[src/rtl/bpc_pkg.sv]
// Shared types and constants for the output pin tone/level controller.
// Assumes: exactly two control bits, one per pin.
package bpc_pkg;
    localparam int BPC_NBITS = 2;
    localparam int BPC_IDX_PRI = 0;
    localparam int BPC_IDX_SEC = 1;

    // Build-time function of the primary pin
    typedef enum logic [1:0] {
        PRI_LEVEL      = 2'd0,
        PRI_TONE_N_OWN = 2'd1,
        PRI_TONE_N_SEC = 2'd2,
        PRI_CLKOUT     = 2'd3
    } pri_mode_e;

    // Build-time function of the secondary pin
    typedef enum logic {
        SEC_LEVEL = 1'b0,
        SEC_TONE  = 1'b1
    } sec_mode_e;
endpackage

[src/rtl/bpc_ctl_bits.sv]
// Control bit storage with per-bit write enables.
// Assumes: writes are synchronous to clk; reset clears every bit.
module bpc_ctl_bits #(
    parameter int NBITS = 2
) (
    input  logic             clk,
    input  logic             rst_n,
    input  logic [NBITS-1:0] wr_en,
    input  logic [NBITS-1:0] wr_data,
    output logic [NBITS-1:0] q
);
    for (genvar i = 0; i < NBITS; i++) begin : g_bit
        // Store one bit when its enable is set
        always_ff @(posedge clk) begin
            if (!rst_n)
                q[i] <= 1'b0;
            else if (wr_en[i])
                q[i] <= wr_data[i];
        end
    end
endmodule

[src/rtl/bpc_clk_gate.sv]
// Runt-free gate for a sampled waveform, with a registered pin output.
// The gate takes the enable only on edges where the waveform is low, so a
// high phase on the pin always spans a whole high phase of the source.
// Assumes: wave is already synchronous to clk.
module bpc_clk_gate (
    input  logic clk,
    input  logic rst_n,
    input  logic en,
    input  logic wave,
    output logic pin
);
    logic gate_q;

    // Update the gate only while the source sits low
    always_ff @(posedge clk) begin
        if (!rst_n)
            gate_q <= 1'b0;
        else if (!wave)
            gate_q <= en;
    end

    // Register the gated waveform onto the pin
    always_ff @(posedge clk) begin
        if (!rst_n)
            pin <= 1'b0;
        else
            pin <= gate_q & wave;
    end
endmodule

[src/rtl/bpc_level_out.sv]
// Plain level output: the pin repeats a control bit one clock later.
// Assumes: bit is a registered control bit.
module bpc_level_out (
    input  logic clk,
    input  logic rst_n,
    input  logic bit_i,
    output logic pin
);
    // Copy the control bit onto the pin
    always_ff @(posedge clk) begin
        if (!rst_n)
            pin <= 1'b0;
        else
            pin <= bit_i;
    end
endmodule

[src/rtl/buzzer_pin_ctrl.sv]
// Top: two output pins driven from two control bits, a tone clock and an
// output clock, with the pin functions chosen by parameters.
// Assumes: tone_clk_i and fclk_i are slow and synchronous to clk.
module buzzer_pin_ctrl
    import bpc_pkg::*;
#(
    parameter pri_mode_e PRI_MODE = PRI_CLKOUT,
    parameter sec_mode_e SEC_MODE = SEC_TONE
) (
    input  logic       clk,
    input  logic       rst_n,
    input  logic [1:0] ctl_wr_en,
    input  logic [1:0] ctl_wr_data,
    input  logic       tone_clk_i,
    input  logic       fclk_i,
    output logic       pin_pri_o,
    output logic       pin_sec_o
);
    localparam int NB = BPC_NBITS;

    logic [NB-1:0] ctl_q;

    bpc_ctl_bits #(.NBITS(NB)) u_bits (
        .clk     (clk),
        .rst_n   (rst_n),
        .wr_en   (ctl_wr_en),
        .wr_data (ctl_wr_data),
        .q       (ctl_q)
    );

    // Secondary pin: level or tone
    if (SEC_MODE == SEC_TONE) begin : g_sec_tone
        bpc_clk_gate u_gate (
            .clk   (clk),
            .rst_n (rst_n),
            .en    (ctl_q[BPC_IDX_SEC]),
            .wave  (tone_clk_i),
            .pin   (pin_sec_o)
        );
    end else begin : g_sec_level
        bpc_level_out u_lvl (
            .clk   (clk),
            .rst_n (rst_n),
            .bit_i (ctl_q[BPC_IDX_SEC]),
            .pin   (pin_sec_o)
        );
    end

    // Primary pin: level, inverted tone (own or peer gate), or clock output
    if (PRI_MODE == PRI_LEVEL) begin : g_pri_level
        bpc_level_out u_lvl (
            .clk   (clk),
            .rst_n (rst_n),
            .bit_i (ctl_q[BPC_IDX_PRI]),
            .pin   (pin_pri_o)
        );
    end else begin : g_pri_gated
        logic pri_en;
        logic pri_wave;
        if (PRI_MODE == PRI_CLKOUT) begin : g_src_fclk
            assign pri_wave = fclk_i;
            assign pri_en   = ctl_q[BPC_IDX_PRI];
        end else if (PRI_MODE == PRI_TONE_N_SEC) begin : g_src_peer
            assign pri_wave = ~tone_clk_i;
            assign pri_en   = ctl_q[BPC_IDX_SEC];
        end else begin : g_src_own
            assign pri_wave = ~tone_clk_i;
            assign pri_en   = ctl_q[BPC_IDX_PRI];
        end
        bpc_clk_gate u_gate (
            .clk   (clk),
            .rst_n (rst_n),
            .en    (pri_en),
            .wave  (pri_wave),
            .pin   (pin_pri_o)
        );
    end
endmodule

[config.mk]
export PLATFORM = sky130hd
export DESIGN_NAME = buzzer_pin_ctrl
export DESIGN_NICKNAME = d
export VERILOG_FILES = /design/src/rtl/bpc_pkg.sv /design/src/rtl/bpc_ctl_bits.sv /design/src/rtl/bpc_clk_gate.sv /design/src/rtl/bpc_level_out.sv /design/src/rtl/buzzer_pin_ctrl.sv
export SDC_FILE = /design/constraint.sdc
export NUM_CORES = 1
export LEC_CHECK = 0
export BUFFER_PORTS_ARGS = -buffer_cell sky130_fd_sc_hd__buf_4
export CAP_MARGIN = 20
export CELL_PAD_IN_SITES_DETAIL_PLACEMENT = 0
export CELL_PAD_IN_SITES_GLOBAL_PLACEMENT = 1
export CORE_AREA = 10 10 47 49
export CTS_CLUSTER_DIAMETER = 200
export DETAILED_ROUTE_END_ITERATION = 16
export DIE_AREA = 0 0 57 59
export GPL_ROUTABILITY_DRIVEN = 0
export GPL_TIMING_DRIVEN = 0
export PLACE_DENSITY_LB_ADDON = 0.1
export SKIP_LAST_GASP = 1
export SLEW_MARGIN = 15
export SYNTH_ARGS = -nofsm -noshare
export SYNTH_HDL_FRONTEND = slang
export SYNTH_HIERARCHICAL = 1
export SYNTH_SLANG_ARGS = --single-unit
[constraint.sdc]
create_clock -name clk -period 0.8 [get_ports clk]
set_input_delay 0.08 -clock clk [delete_from_list [all_inputs] [get_ports clk]]
set_output_delay 0.08 -clock clk [all_outputs]
set_load 0.05 [all_outputs]
======== Word level (Yosys, flattened, before mapping) ========
Cells that the tools add are included.
cells by class
  bitwise gates (word level) .............. 2
operators with widths
  cell       count
  AND 1 bit  2
word-level totals
  register bits after elaboration ......... 6

======== Longest topological paths before layout ========
  depth after elaboration ................. 1
  mapped depth ............................ 2
  depth with buffers taken out ............ 2

======== Modules after synthesis ========
Netlist, hierarchy kept.
by module, submodules not included
  module        instances  cells each  area each (µm²)  seq. area each (µm²)
  bpc_clk_gate  2          5           63.8             40.0
  bpc_ctl_bits  1          6           72.6             40.0

======== Worst setup path before layout ========
OpenSTA, ideal clock, no wires.
  path kind ............................... flip-flop to output port
  start ................................... register g_pri_gated.u_gate.pin
  end ..................................... output port pin_pri_o
  arrival time ............................ 587 ps
  data required time ...................... 720 ps
  path slack .............................. 133 ps
  stages on the path, launching flop included .. 1
  path through ............................ dfxtp_1
RTL lines
  what                      line                   RTL
  start: declaration        bpc_clk_gate.sv:10     output logic pin
  start signal: assignment  bpc_clk_gate.sv:27     pin <= gate_q & wave;
  end: declaration          buzzer_pin_ctrl.sv:16  output logic pin_pri_o,
No word-level cell between the ends.

======== Worst setup path in the final report ========
  start ................................... register g_sec_tone.u_gate.pin
  end ..................................... output port pin_sec_o
RTL lines
  what                      line                   RTL
  start: declaration        bpc_clk_gate.sv:10
  start signal: assignment  bpc_clk_gate.sv:27
  end: declaration          buzzer_pin_ctrl.sv:17  output logic pin_sec_o
No word-level cell between the ends.

==> impl_metrics.toml <==
[status]
outcome = "completed"

[floorplanning]
chipHeight_um = 59
rows = 14
die_w_um = 57
dieArea_mm2 = 0.00336
start_util_pct = 14.3
fp.coreArea_mm2 = 0.00140
io_pins = 10

[detailed_routing]
via_per_inst = 3.45
drt_iter0_drc = 2
vias = 152
drcViolationCount = 0
routedWlPerCell_um = 9.77
drt_wl_total_um = 430
dr.pass1.iters = 4
ant_nets = 0

[power]
vdd_drop_max_mv = 0.626
p_per_area_mw_per_mm2 = 2020
power_mw = 0.655
leakage_nw = 0.151

[placed_design]
port_buffers = 9
placed_area_um2 = 288
dpl.cell_count = 41

[layout]
fin_util_pct = 23.1
seqCellArea_um2 = 123
multiInputGateArea_um2 = 80.1
diodes = 0
nets = 38
area_growth_pct = 61.9
fillers = 155
stdcell_count = 44
layout-drive-gt1-share_pct = 57.1
final_area_um2 = 324

[timing]
finalSetupTns_ns = 0
rsz0062_at_grt = "yes"
max_freq_mhz = 1270
min_period_over_period_pct = 98.4
tightest_slew_ns = 0.132
slew_headroom_pct = 90.9
hold_viol_final = 0
finalMaxSlewViolations = 0
min_period_ns = 0.788
setup_viol = 0
skew_ns = 0.0000343

[yosys]
ys_seq_elements = 6
netlist_top_cells_area = "dfxtp_1 (60%), mux2i_1 (20%), nor2b_1 (13%), and3_2 (7.5%)"
syn_nets = 24
yosysTopAreaCell = "dfxtp_1"
synth_area_um2 = 200
synthCells = 16
yosys.area.top_type_share_pct = 60.0
yosys_most_used_dff = "dfxtp_1"
synth_edf_count = 0
synth.most_common_cell = "dfxtp_1"
synthArstFlopShare_pct = 0
synth_cell_types = 4
avgSynthCellArea_um2 = 12.5
ys_seq_area_share_pct = 60.0
yosys_warnings = 6
synth_common_cells = "dfxtp_1 (6), mux2i_1 (4), nor2b_1 (4), and3_2 (2)"

[clocking]
numCtsBuffers = 3
clock_sinks = 6
root_buffer = "clkbuf_4"
cts.hold.buffers_added = 0
clk_latency_ns = 0.24
cts.path.max_buffers = 2
cts_resized = 4
cts_tree = "built"
clkTransAtPathRegs_ns = 0.05
htree_levels = 1
cts_setup_buffers = 0

[grt]
grt_pass1_vias = 173
track_usage_pct = 3.33
antenna_found_initial = 0
grt_pass1_wl_um = 765
top_usage_layer = "met4"
grt_max_degree = 7
met1_usage_pct = 3.33
use_met3_pct = 2.79
overflow = 0
use_met2_pct = 3.72

[critical_path]
crit_arrival_ns = 0.71
start_kind = "flop"
worstPathMaxFanout = 1
crit_buf_inv = 1
critPathSlowestCell = "dfxtp_2"
slowest_delay_ns = 0.32
endpoint_kind = "output pin"
path_class = "reg2out"
worstPathRequired_ns = 0.72
path_cells = "buf_6"
cp_top_family = "flip-flops"

[worst_hold_path]
hp-class = "in2reg"

[run]
max-cap-violations = 0
==> layout make-up <==
class	count	share of cell area, %
sequential	6	37.8
multi-input combinational	10	24.7
timing repair buffer	9	24.3
clock buffer	3	6.95
tap	16	6.18
==> registers in the layout, summed over array words and instances, names as in the netlist <==
register	count
g_pri_gated.u_gate/pin	1
u_bits/q	2
g_sec_tone.u_gate/pin	1
g_sec_tone.u_gate/gate_q	1
g_pri_gated.u_gate/gate_q	1
==> layout by cell type, fill, tap and decap left out <==
cell      count
buf_6         1
dfxtp_2       2
buf_8         1
mux2i_1       4
clkbuf_4      3
dfxtp_1       4
buf_4         7
and3_2        2
nor2b_1       4
==> where the power goes <==
group	internal (mW)	switching (mW)
Combinational	0.0383	0.0196
Sequential	0.311	0.00497
Clock	0.170	0.112
==> path summary, 6_finish.rpt <==
kind	startpoint	to	slack (ns)	cells past startpoint
max	g_sec_tone.u_gate/pin$_SDFF_PN0_	pin_sec_o	0.01	1
min	rst_n	u_bits/q[0]$_SDFFE_PN0P_	0.09	2
max reg2reg	u_bits/q[0]$_SDFFE_PN0P_	u_bits/q[0]$_SDFFE_PN0P_	0.20	2
min reg2reg	g_sec_tone.u_gate/gate_q$_SDFFE_PN0N_	g_sec_tone.u_gate/pin$_SDFF_PN0_	0.50	1
==> layer usage <==
| layer | wire length, um | vias up |
|---|---|---|
| li1 | - | 79 |
| met1 | 207 | 61 |
| met2 | 157 | 9 |
| met3 | 40 | 3 |
| met4 | 25 | 0 |
| met5 | 0 | - |
==> per-stage QoR <==
stage | hold WS, ns | setup WS (ns)
CTS | 0.0873 | 0.000659
finish | 0.0940 | 0.0124
detailed placement | 0.345 | 0.194
global route | 0.103 | -0.0197
floorplan | 0.208 | 0.133
global placement | 0.338 | 0.222
==> cells by family (layout without fill, tap and decap cells) <==
logic type             Yosys count  in the layout  synth area share (%)
buffers and inverters            0             12                     0
multiplexers                     4              4                  20.0
AND/OR/NAND/NOR                  6              6                  20.0
flip-flops                       6              6                  60.0
(Power assumes the default switching activity.)
